--- src/rtl/mrg_pkg.sv ---
package mrg_pkg;
    typedef enum logic [1:0] {
        ST_E0 = 2'd0,   // empty, next item from above
        ST_F0 = 2'd1,   // full, untagged item
        ST_E1 = 2'd2,   // empty, next item from the left
        ST_F1 = 2'd3    // full, tagged item
    } mrg_state_t;

    typedef struct packed {
        mrg_state_t state;
    } mrg_ctrl_t;
endpackage

--- src/rtl/mrg_port_sel.sv ---
module mrg_port_sel
    import mrg_pkg::*;
#(
    parameter bit IS_LEFTMOST = 1'b0
) (
    input  mrg_state_t state_q,
    input  logic       out_ready,
    output logic       up_ready,
    output logic       left_ready
);
    logic full_go;

    always_comb begin
        full_go = out_ready && (state_q == ST_F0 || state_q == ST_F1);
    end

    generate
        if (IS_LEFTMOST) begin : g_lm
            always_comb begin
                up_ready   = (state_q == ST_E0) || (state_q == ST_E1) || full_go;
                left_ready = 1'b0;
            end
        end else begin : g_mid
            always_comb begin
                up_ready   = (state_q == ST_E0) || (full_go && state_q == ST_F1);
                left_ready = (state_q == ST_E1) || (full_go && state_q == ST_F0);
            end
        end
    endgenerate

    always_comb begin
        AST_READY_EXCL: assert (!(up_ready && left_ready));
    end
endmodule

--- src/rtl/mrg_ctrl.sv ---
module mrg_ctrl
    import mrg_pkg::*;
#(
    parameter bit IS_LEFTMOST = 1'b0
) (
    input  logic       clk,
    input  logic       rst_n,
    input  logic       up_fire,
    input  logic       left_fire,
    input  logic       left_tag,
    input  logic       out_fire,
    output mrg_state_t state_q,
    output logic       full,
    output logic       tag
);
    mrg_ctrl_t ctl_d, ctl_q;
    mrg_state_t load_st;

    always_comb begin
        load_st = ST_F0;
        if (up_fire) begin
            load_st = IS_LEFTMOST ? ST_F1 : ST_F0;
        end else if (left_fire) begin
            load_st = left_tag ? ST_F1 : ST_F0;
        end

        ctl_d = ctl_q;
        unique case (ctl_q.state)
            ST_E0: if (up_fire) ctl_d.state = load_st;
            ST_E1: if (left_fire || up_fire) ctl_d.state = load_st;
            ST_F0: if (out_fire) ctl_d.state = (left_fire || up_fire) ? load_st
                                               : (IS_LEFTMOST ? ST_E0 : ST_E1);
            ST_F1: if (out_fire) ctl_d.state = up_fire ? load_st : ST_E0;
            default: ctl_d.state = ST_E0;
        endcase
    end

    always_ff @(posedge clk) begin
        if (!rst_n) ctl_q.state <= ST_E0;
        else        ctl_q <= ctl_d;
    end

    always_comb begin
        state_q = ctl_q.state;
        full    = (ctl_q.state == ST_F0) || (ctl_q.state == ST_F1);
        tag     = (ctl_q.state == ST_F1);
    end

    AST_UP_TAG: assert property (@(posedge clk) disable iff (!rst_n)
        up_fire |=> full && (tag == IS_LEFTMOST));
    AST_LEFT_TAG: assert property (@(posedge clk) disable iff (!rst_n)
        left_fire |=> full && (tag == $past(left_tag)));
    AST_HOLD_FULL: assert property (@(posedge clk) disable iff (!rst_n)
        full && !out_fire |=> full && $stable(tag));
endmodule

--- src/rtl/mrg_hold.sv ---
module mrg_hold #(
    parameter int DATA_W = 8
) (
    input  logic              clk,
    input  logic              rst_n,
    input  logic              up_fire,
    input  logic              left_fire,
    input  logic [DATA_W-1:0] up_data,
    input  logic [DATA_W-1:0] left_data,
    input  logic              out_valid,
    input  logic              out_ready,
    output logic [DATA_W-1:0] out_data
);
    logic [DATA_W-1:0] data_d, data_q;

    always_comb begin
        data_d = data_q;
        if (up_fire)        data_d = up_data;
        else if (left_fire) data_d = left_data;
    end

    always_ff @(posedge clk) begin
        if (!rst_n) data_q <= '0;
        else        data_q <= data_d;
    end

    assign out_data = data_q;

    AST_DATA_STABLE: assert property (@(posedge clk) disable iff (!rst_n)
        out_valid && !out_ready |=> $stable(out_data));
endmodule

--- src/rtl/mrg_bottom_stage.sv ---
module mrg_bottom_stage
    import mrg_pkg::*;
#(
    parameter int DATA_W      = 8,
    parameter bit IS_LEFTMOST = 1'b0
) (
    input  logic              clk,
    input  logic              rst_n,
    input  logic              up_valid,
    output logic              up_ready,
    input  logic [DATA_W-1:0] up_data,
    input  logic              left_valid,
    output logic              left_ready,
    input  logic [DATA_W-1:0] left_data,
    input  logic              left_tag,
    output logic              out_valid,
    input  logic              out_ready,
    output logic [DATA_W-1:0] out_data,
    output logic              out_tag
);
    mrg_state_t state_q;
    logic up_fire, left_fire, out_fire, full, tag;

    mrg_port_sel #(.IS_LEFTMOST(IS_LEFTMOST)) u_sel (
        .state_q(state_q), .out_ready(out_ready),
        .up_ready(up_ready), .left_ready(left_ready)
    );

    assign up_fire   = up_valid && up_ready;
    assign left_fire = left_valid && left_ready;
    assign out_fire  = full && out_ready;

    mrg_ctrl #(.IS_LEFTMOST(IS_LEFTMOST)) u_ctrl (
        .clk(clk), .rst_n(rst_n), .up_fire(up_fire), .left_fire(left_fire),
        .left_tag(left_tag), .out_fire(out_fire),
        .state_q(state_q), .full(full), .tag(tag)
    );

    mrg_hold #(.DATA_W(DATA_W)) u_hold (
        .clk(clk), .rst_n(rst_n), .up_fire(up_fire), .left_fire(left_fire),
        .up_data(up_data), .left_data(left_data),
        .out_valid(out_valid), .out_ready(out_ready), .out_data(out_data)
    );

    assign out_valid = full;
    assign out_tag   = tag;

    AST_AFTER_TAGGED: assert property (@(posedge clk) disable iff (!rst_n)
        out_fire && out_tag && !up_fire |=> up_ready && !left_ready);
    AST_AFTER_PLAIN: assert property (@(posedge clk) disable iff (!rst_n)
        out_fire && !out_tag && !left_fire && !IS_LEFTMOST |=> left_ready && !up_ready);
    AST_FULL_BLOCKED: assert property (@(posedge clk) disable iff (!rst_n)
        out_valid && !out_ready |-> !up_ready && !left_ready);
    AST_LM_TAGGED: assert property (@(posedge clk) disable iff (!rst_n)
        IS_LEFTMOST && out_valid |-> out_tag && !left_ready);
endmodule

--- config.mk ---
export PLATFORM = sky130hd
export DESIGN_NAME = mrg_bottom_stage
export DESIGN_NICKNAME = d
export VERILOG_FILES = /design/src/rtl/mrg_pkg.sv /design/src/rtl/mrg_port_sel.sv /design/src/rtl/mrg_ctrl.sv /design/src/rtl/mrg_hold.sv /design/src/rtl/mrg_bottom_stage.sv
export SDC_FILE = /design/constraint.sdc
export NUM_CORES = 1
export LEC_CHECK = 0
export BUFFER_PORTS_ARGS = -buffer_cell sky130_fd_sc_hd__clkbuf_2
export CAP_MARGIN = 20
export CORE_MARGIN = 8
export CORE_UTILIZATION = 42
export CTS_CLUSTER_DIAMETER = 100
export DETAILED_ROUTE_END_ITERATION = 7
export PLACE_DENSITY = 0.77
export SLEW_MARGIN = 20
export SYNTH_ARGS = -nofsm -noshare
export SYNTH_HDL_FRONTEND = slang
export SYNTH_HIERARCHICAL = 1
export SYNTH_SLANG_ARGS = --single-unit
export TNS_END_PERCENT = 5
--- constraint.sdc ---
create_clock -name clk -period 2.1 [get_ports clk]
set_input_delay 0.21 -clock clk [delete_from_list [all_inputs] [get_ports clk]]
set_output_delay 0.21 -clock clk [all_outputs]
set_load 0.02 [all_outputs]
# == Word-level counts from Yosys, hierarchy flattened ==
# Cells that the tools add are included.
# word_totals
ff_bits,10
inputBits,22
# classes
eq_ne,7
mux,12
n_reduce_logical,12
# ops
cell,n
2-bit 2-to-1 mux,9
8-bit 2-to-1 mux,2
2-bit one-hot mux with 4 select lines,1
2-bit by 1-bit inequality test with 1-bit output (second input constant),3
1-bit logical AND,5
2-bit equality test (second input constant),2
1-bit logical OR,4
4-bit AND reduction,1
2-bit by 1-bit equality test with 1-bit output (second input constant),1
2-bit logical NOT,1
2-bit inequality test (second input constant),1
2-bit nonzero test,1

# == Longest topological paths before layout ==
# Gate-level depths: netlist of the first run.
# depth
word_depth,11
ltp_mapped,6
ltp_nobuf,6

# == Cells and area by module ==
# The synthesis of the first run kept the hierarchy.
# by_module_without_submodules
module,n_inst,cells_each,area_each_um2,seq_area_each_um2
mrg_hold,1,35,440.4,160.2
mrg_ctrl,1,14,123.9,40.0
mrg_port_sel,1,4,23.8,0.0
mrg_bottom_stage,1,3,18.8,0.0

# == Worst setup path before layout of the first run ==
# Ideal clock, no wire load.
# synth_timing
kind,register -> register
startpoint,"reg u_ctrl.ctl_q, in the netlist u_ctrl/state_q[1]"
endpoint,"reg u_hold.data_q[0], in the netlist u_hold/out_data[0]"
setup_ns,0.116
arrival_time_ns,1.802
path_slack_ns,0.182
path_stages_with_launch,6
path_buffers,1
period_less_slack_ns,1.918
path_cell_list,dfxtp_1 -> mux2i_1 -> and2_1 -> buf_6 -> mux2_4 -> o211a_1
# synth_via
elab_chain_cells,7
word_cells_on_any_way,14
# synth_rtl
item,line_no,rtl
"start, declared",mrg_ctrl.sv:16,"mrg_ctrl_t ctl_d, ctl_q;"
"start signal, assigned",mrg_ctrl.sv:40,else ctl_q <= ctl_d;
2-bit by 1-bit equality test with 1-bit output / 2-bit equality test (equally long branches),"mrg_port_sel.sv:14, mrg_port_sel.sv:26",
1-bit logical OR,mrg_port_sel.sv:14,full_go = out_ready && (state_q == ST_F0 || state_q == ST_F1);
1-bit logical AND,mrg_port_sel.sv:14,
1-bit logical AND,mrg_port_sel.sv:26,left_ready = (state_q == ST_E1) || (full_go && state_q == ST_F0);
1-bit logical OR (*),mrg_port_sel.sv:26,
via left_ready,mrg_bottom_stage.sv:13,"output logic left_ready,"
1-bit logical AND (*),mrg_bottom_stage.sv:30,assign left_fire = left_valid && left_ready;
via left_fire,mrg_bottom_stage.sv:22,"logic up_fire, left_fire, out_fire, full, tag;"
2-bit nonzero test (no source line) (*),-,
"end signal, assigned",mrg_hold.sv:24,else data_q <= data_d;
"end, declared",mrg_hold.sv:14,"logic [DATA_W-1:0] data_d, data_q;"
# Mark *: on every way through the listed nets, which the timed path passes. The rest lies on a longest branch.
# A chain may end at the register's enable or synchronous reset.

# == Final worst setup path of the first run ==
# layout_timing
startpoint,"reg u_ctrl.ctl_q, in the netlist u_ctrl/state_q[0]"
endpoint,"reg u_hold.data_q[0], in the netlist u_hold/out_data[0]"
# layout_via
elab_chain_cells,7
word_cells_on_any_way,14
# layout_rtl
item,line_no
2-bit by 1-bit equality test with 1-bit output / 2-bit equality test (equally long branches),"mrg_port_sel.sv:14, mrg_port_sel.sv:26"
1-bit logical OR,mrg_port_sel.sv:14
1-bit logical AND,mrg_port_sel.sv:14
1-bit logical AND,mrg_port_sel.sv:26
1-bit logical OR (*),mrg_port_sel.sv:26
1-bit logical AND (*),mrg_bottom_stage.sv:30
via left_fire,mrg_bottom_stage.sv:22
2-bit nonzero test (no source line) (*),-
# Marks and branches as above.

==> results by group, run 1 <==
Layout
  – Nets@finish: 114
  – FF+latch area: 200 um^2
  – Layout cells sized above 1: approximately 54%
  – Multi-input gate area: ~380 um^2
  – Most frequent cells in the layout: 33 x clkbuf_2, 10 x dfxtp_1, 8 x mux2_4, 8 x or2b_1, 8 x o211a_1
  – P&R area growth vs syn: 34.8%
  – Most common cell after layout, fill and taps aside: clkbuf_2
  – Ant diodes: 0
  – Layout fillers: roughly 120

Worst setup path
  – Setup slack, reg-to-reg: 310 ps
  – CP Class: reg2reg
  – Req. time, crit path: 2260 ps
  – CP bufs+invs: 1
  – Crit path launch type: flip-flop
  – Worst setup EP type: flip-flop
  – Arrival time worst endpoint: a little under 2000 ps
  – Cell family with most CP delay: multiplexers
  – Critical Path Fanout Max: 11
  – Critical Path Max Stage Delay: ~480 ps
  – CP cell instances: nand2_1, mux2i_1, and2_1, buf_4, mux2_4, o211a_1
  – Reg2reg path depth: 6
  – Worst r2r src: u_ctrl/state_q[0]$_SDFFE_PN0P_
  – CP max-delay cell: dfxtp_1
  – R2R Path End: u_hold/out_data[0]$_SDFFE_PN0P_

Floorplan
  – Die area: between 2000 and 3000 um^2
  – Die H: 54.0 um
  – Ports: 34
  – Row count: 13
  – Core area: ~1300 um^2
  – Floorplan die width: 54.0 um
  – Initial Util: ~45%

Global route
  – Grt total ovfl: 0
  – Largest net degree at the start of global routing: 13
  – Gr usage total: between 10 and 15%
  – First-pass GRT wire length: roughly 2400 um
  – Antenna violations before repair: 0
  – Vias in the first global route: ~550

Placed design
  – IO buf count: 33
  – Post-DP HPWL: between 1000 and 1500 um
  – GPL Wtd Cong: ~0.64

Synth
  – Sequential area share after synthesis: between 30% and 40%
  – Largest cells by area after synthesis: dfxtp_1 33%, mux2_4 20%, o211a_1 13%
  – Mapped Area: around 600 um^2
  – Netlist cell types: 23
  – Synthesis Warnings: 6
  – Post-Syn Instances: 56
  – Synth Register Bits: 10
  – Post-Syn Nets: 78
  – Syn_area_per_cell: 10.8 um^2
  – Leading area contributor after synthesis: dfxtp_1
  – Share of the synthesized area in the top cell type: between 30% and 40%

Timing
  – Minimum clock period: 1790 ps
  – FMAX: about 0.56 GHz
  – Hold Slack: about 250 ps
  – RSZ-0062 raised after global routing: no
  – Tcrit/Tclk final: ~85%
  – Post-route clock skew: between 1 and 1.5 ps
  – Hold Fails Final Rpt: 0
  – Setup TNS: 0 ps
  – Final Setup Violations: 0
  – Pins Over Slew Limit: 0
  – Worst slew pin tran: about 270 ps
  – Slew margin rel.: about four fifths

Drt
  – Routed length per instance: between 10 and 15 um
  – Drt pass-1 iters: 4
  – DRC errors left: 0
  – 1st-iter DRT viols: 10
  – Vias per std cell: 4.95
  – Final WL: between 1000 and 1500 um
  – Vias: roughly 530
  – Antenna Violating Nets Remaining: 0

Clock tree
  – Num CTS Buffers: 3
  – Clock Latency Late Sink: roughly 270 ps
  – Clock tree sinks: 10
  – Worst-path clk slew: roughly 70 ps
  – Max Root-Sink Buffers: 2
  – Postcts setup bufs: 0
  – # hold bufs at CTS: 0
  – Cts repair resizes: 0
  – Root Buffer: clkbuf_4
  – TritonCTS clock tree: built
  – H-tree Lvls: 1

Power
  – VDD IR max: between 0.5 and 0.6 mV
  – Int Pwr: around 0.39 mW
  – Leakage: approximately 0.46 nW
  – Pwr Total: between 0.5 and 0.6 mW
  – Combinational power share: between 20 and 30%
  – Sw frac: 28.0%
  – Pwr/cell area: around 660 nW/um^2
  – Sequential Power Share: between 40% and 50%
  – P_sw: 0.152 mW
  – Power share of the clock group: approximately a third

Worst hold path
  – Hold path endpoint: u_hold/out_data[5]$_SDFFE_PN0P_
  – Hold WC Path Type: in2reg
  – Hold_sp: up_data[5]
  – Hold depth: 3

Flow run
  – Max Cap Viol: 0

Run status
  – Outcome: finished clean
-- sequential cells by signal, summed over array words and instances (netlist names) --
| name | cells |
|---|---|
| u_ctrl/state_q | 2 |
| u_hold/out_data | 8 |
-- power groups by stage --
stage	Clock, mW	Combinational [mW]	Sequential, mW
floorplan	0	0.0810	0.241
global placement	0	0.146	0.223
detailed placement	0	0.150	0.224
CTS	0.184	0.151	0.219
global route	0.195	0.161	0.222
finish	0.175	0.148	0.219
-- layout make-up --
type | count | share of cell area, %
multi-input cells | 40 | 45.9
flip-flops and latches | 10 | 24.5
repair buffers | 35 | 22.0
clock buffers | 4 | 4.43
well taps | 15 | 2.29
inverters | 2 | 0.917
-- cells in the mapped netlist, drive strengths merged --
library cell	instances
buf	3
a31o	1
o21ai	1
or2b	8
mux2i	1
nand2	1
nand3b	1
nand3	1
mux2	8
nand2b	1
dfxtp	10
a221oi	1
o211a	8
a21oi	1
inv	2
clkbuf	1
nand4b	1
a31oi	1
and2	4
o21a	1
-- stage by stage --
stage	cells	util (%)	instance area, um^2	setup slack [ps]
finish	106	61.4	818	313
global route	106	61.4	818	205
CTS	106	61.4	818	331
detailed placement	102	58.6	782	341
global placement	102	58.6	782	462
floorplan	56	-	607	182
-- worst max-delay path by stage --
stage                              startpoint                               to  slack (ps)  cells past startpoint
3_3_place_gp   u_ctrl/state_q[0]$_SDFFE_PN0P_  u_hold/out_data[4]$_SDFFE_PN0P_         460                      6
3_5_place_dp   u_ctrl/state_q[0]$_SDFFE_PN0P_  u_hold/out_data[0]$_SDFFE_PN0P_         340                      6
2_1_floorplan  u_ctrl/state_q[1]$_SDFFE_PN0P_  u_hold/out_data[0]$_SDFFE_PN0P_         180                      5
5_1_grt        u_ctrl/state_q[0]$_SDFFE_PN0P_  u_hold/out_data[6]$_SDFFE_PN0P_         200                      6
4_1_cts        u_ctrl/state_q[0]$_SDFFE_PN0P_  u_hold/out_data[0]$_SDFFE_PN0P_         330                      6
6_report       u_ctrl/state_q[0]$_SDFFE_PN0P_  u_hold/out_data[0]$_SDFFE_PN0P_         310                      6
-- metal layers --
| metal | up-vias | GRT usage [%] | part of all wire (%) | wire, um |
|---|---|---|---|---|
| li1 | 273 | - | - | - |
| met1 | 229 | 12.0 | 40 | 592 |
| met2 | 21 | 18.9 | 48 | 722 |
| met3 | 2 | 5.51 | 11 | 168 |
| met4 | 0 | 3.69 | 0.80 | 12 |
| met5 | - | 0 | 0 | 0 |
-- cell families (layout without fill, tap and decap cells) --
kind of cell,count (synthesis),in the layout,synth area share (%)
and+or+nand+nor,17,17,19.4
AOI/OAI and AO/OA,14,14,21.0
DFF,10,10,33.0
muxes,9,9,21.4
buffers and inverters,6,41,5.15
-- worst register-to-register path, delay by kind of cell (launching register included) --
kind / cells / cell delay (ps)
mux: 2 / 520
flops: 1 / 480
simple gates: 2 / 250
buf+inv: 1 / 220
compound gates: 1 / 210
(Power assumes the default switching activity.)
==> run 2: changes to the inputs <==
--- a/config.mk
+++ b/config.mk
@@ -9,6 +9,7 @@
 export CAP_MARGIN = 20
 export CORE_MARGIN = 8
 export CORE_UTILIZATION = 42
+export CTS_BUF_LIST = sky130_fd_sc_hd__clkbuf_4 sky130_fd_sc_hd__clkbuf_8 sky130_fd_sc_hd__clkbuf_16
 export CTS_CLUSTER_DIAMETER = 100
 export DETAILED_ROUTE_END_ITERATION = 7
 export PLACE_DENSITY = 0.77
==> constraint.sdc (replaced) <==
create_clock -name clk -period 1.7 [get_ports clk]
set_input_delay 0.17 -clock clk [delete_from_list [all_inputs] [get_ports clk]]
set_output_delay 0.17 -clock clk [all_outputs]
set_load 0.02 [all_outputs]
==> run 2 against run 1 <==
Against the previous run: combinational power is 24% higher; core utilization grew 0.75 points; clock power is 18% higher; global-route usage decreased by 1.4 points; highest routed layer is now met3.
==> results by group, run 2 (same netlist as run 1, synthesis figures left out) <==
Worst setup path
  – CP cell instances: nand2_1, mux2i_4, and2_4, mux2_4, o211a_1
  – CP max-delay cell: dfxtp_2
  – Critical Path Fanout Max: 11 (unchanged)
  – Reg2reg path depth: 5 (-1)
  – Worst r2r src: u_ctrl/state_q[0]$_SDFFE_PN0P_
  – Req. time, crit path: 1850 ps (-410 ps)
  – Cell family with most CP delay: multiplexers
  – Crit path launch type: flip-flop
  – R2R Path End: u_hold/out_data[3]$_SDFFE_PN0P_
  – Critical Path Max Stage Delay: 430 ps (-50 ps)
  – Arrival time worst endpoint: 1760 ps (-190 ps)
  – WP depth: 5 (-1)
  – CP bufs+invs: 0 (-1)
  – CP Class: reg2reg
  – Worst setup EP type: flip-flop
  – Setup slack, reg-to-reg: 90 ps (-220 ps)

Global route
  – Grt total ovfl: 0 (unchanged)
  – Vias in the first global route: 530 (-3.8%)
  – Gr usage total: 9.83% (-1.4 points)
  – Antenna violations before repair: 0 (unchanged)
  – First-pass GRT wire length: 2150 um (-10%)
  – Largest net degree at the start of global routing: 19 (+6)

Layout
  – Core Util, Final: 62.1% (+0.75 points)
  – Ant diodes: 0 (unchanged)
  – Most frequent cells in the layout: 33 x clkbuf_2, 8 x mux2_4, 8 x or2b_1, 8 x o211a_1, 8 x dfxtp_1
  – Most common cell after layout, fill and taps aside: clkbuf_2
  – Max FFs per register: 8 (unchanged)
  – Nets@finish: 113 (-0.88%)
  – Layout cells sized above 1: 57.8% (+3.9 points)
  – P&R area growth vs syn: 36.5%

Worst hold path
  – Hold path endpoint: u_hold/out_data[2]$_SDFFE_PN0P_
  – Hold_sp: up_data[2]
  – Hold depth: 3 (unchanged)
  – Hold WC Path Type: in2reg

Floorplan
  – Row count: 13 (unchanged)
  – Floorplan die width: 54.0 um (unchanged)
  – Core area: 1330 um^2 (unchanged)
  – Initial Util: 45.5% (unchanged)
  – Ports: 34 (unchanged)
  – Die H: 54.0 um (unchanged)
  – Die area: 2920 um^2 (unchanged)

Drt
  – Vias per std cell: 5.04 (+1.7%)
  – 1st-iter DRT viols: 14 (+4)
  – DRC errors left: 0 (unchanged)
  – Vias: 529 (+0.76%)
  – Drt pass-1 iters: 4 (unchanged)
  – Routed length per instance: 13.8 um (-2.1%)
  – Final WL: 1450 um (-3.0%)
  – Antenna Violating Nets Remaining: 0 (unchanged)

Power
  – Leakage: 0.462 nW (about the same)
  – VDD IR max: 0.452 mV (-13%)
  – Pwr/cell area: 799 nW/um^2 (+21%)

Timing
  – Final Setup Violations: 0 (unchanged)
  – FMAX: 0.621 GHz (+11%)
  – Setup TNS: 0 ps (unchanged)
  – Slew margin rel.: 83.2% (+1.4 points)
  – Hold Fails Final Rpt: 0 (unchanged)
  – Hold Slack: 219 ps (-34.1 ps)
  – Tcrit/Tclk final: 94.7% (+9.6 points)
  – Pins Over Slew Limit: 0 (unchanged)
  – RSZ-0062 raised after global routing: no
  – Minimum clock period: 1610 ps (-177 ps)
  – Post-route clock skew: 3.09 ps (+1.90 ps)
  – Worst slew pin tran: 251 ps (-21.3 ps)

Clock tree
  – Clock tree sinks: 10 (unchanged)
  – H-tree Lvls: 1 (unchanged)
  – Max Root-Sink Buffers: 2 (unchanged)
  – # hold bufs at CTS: 0 (unchanged)
  – Postcts setup bufs: 0 (unchanged)
  – Root Buffer: clkbuf_4
  – Clock Latency Late Sink: 260 ps (about the same)
  – TritonCTS clock tree: built
  – Worst-path clk slew: 60 ps (about the same)
  – Num CTS Buffers: 3 (unchanged)
  – Cts repair resizes: 0 (unchanged)

Placed design
  – IO buf count: 33 (unchanged)
  – GPL Wtd Cong: 0.788 (+23%)

Flow run
  – Max Cap Viol: 0 (unchanged)

Run status
  – Outcome: finished clean
[run 2: cell type report]
| type | count | area, um^2 |
|---|---|---|
| flip-flops and latches | 10 | 203 |
| multi-input cells | 40 | 390 |
| fillers | 121 | 505 |
| clock buffers | 4 | 36.3 |
| well taps | 15 | 18.8 |
| inverters | 2 | 7.51 |
| repair buffers | 34 | 173 |
[run 2: routing by layer]
metal | track usage, % | vias up | wire length [um]
li1 | - | 271 | -
met1 | 9.97 | 237 | 585
met2 | 18.0 | 21 | 693
met3 | 5.23 | 0 | 171
met4 | 1.23 | 0 | 0
met5 | 0 | - | 0
[run 2: where the power goes]
group	leakage [nW]	internal [mW]	total, mW	switching (mW)
Clock	0.0210	0.130	0.206	0.0757
Combinational	0.357	0.0979	0.184	0.0863
Sequential	0.0836	0.257	0.272	0.0159
Total	0.462	0.484	0.662	0.178
[run 2: how the worst max path moves through the flow]
| stage | start | endpoint | slack (ps) |
|---|---|---|---|
| finish | u_ctrl/state_q[0]$_SDFFE_PN0P_ | u_hold/out_data[3]$_SDFFE_PN0P_ | 90 |
| CTS | u_ctrl/state_q[0]$_SDFFE_PN0P_ | u_hold/out_data[3]$_SDFFE_PN0P_ | 90 |
| floorplan | u_ctrl/state_q[0]$_SDFFE_PN0P_ | u_hold/out_data[0]$_SDFFE_PN0P_ | 20 |
| global placement | u_ctrl/state_q[0]$_SDFFE_PN0P_ | u_hold/out_data[0]$_SDFFE_PN0P_ | 130 |
| detailed placement | u_ctrl/state_q[0]$_SDFFE_PN0P_ | u_hold/out_data[0]$_SDFFE_PN0P_ | 100 |
| global route | u_ctrl/state_q[0]$_SDFFE_PN0P_ | u_hold/out_data[5]$_SDFFE_PN0P_ | 7 |
[run 2: per-stage QoR]
step | power [mW] | instance area, um^2 | instances | setup WS (ps)
final | 0.662 | 828 | 105 | 90.7
after detailed placement | 0.464 | 792 | 101 | 96.6
after global placement | 0.461 | 792 | 101 | 132
after global routing | 0.702 | 828 | 105 | 7.13
after CTS | 0.677 | 828 | 105 | 93.9
after floorplan | 0.403 | 624 | 56 | 16.4
[run 2: worst reg2reg max path: cells and delay by family, from the launching register on]
family          cells  cell delay, ps
flops               1             430
simple gates        2             400
compound gates      1             210
mux                 2             480
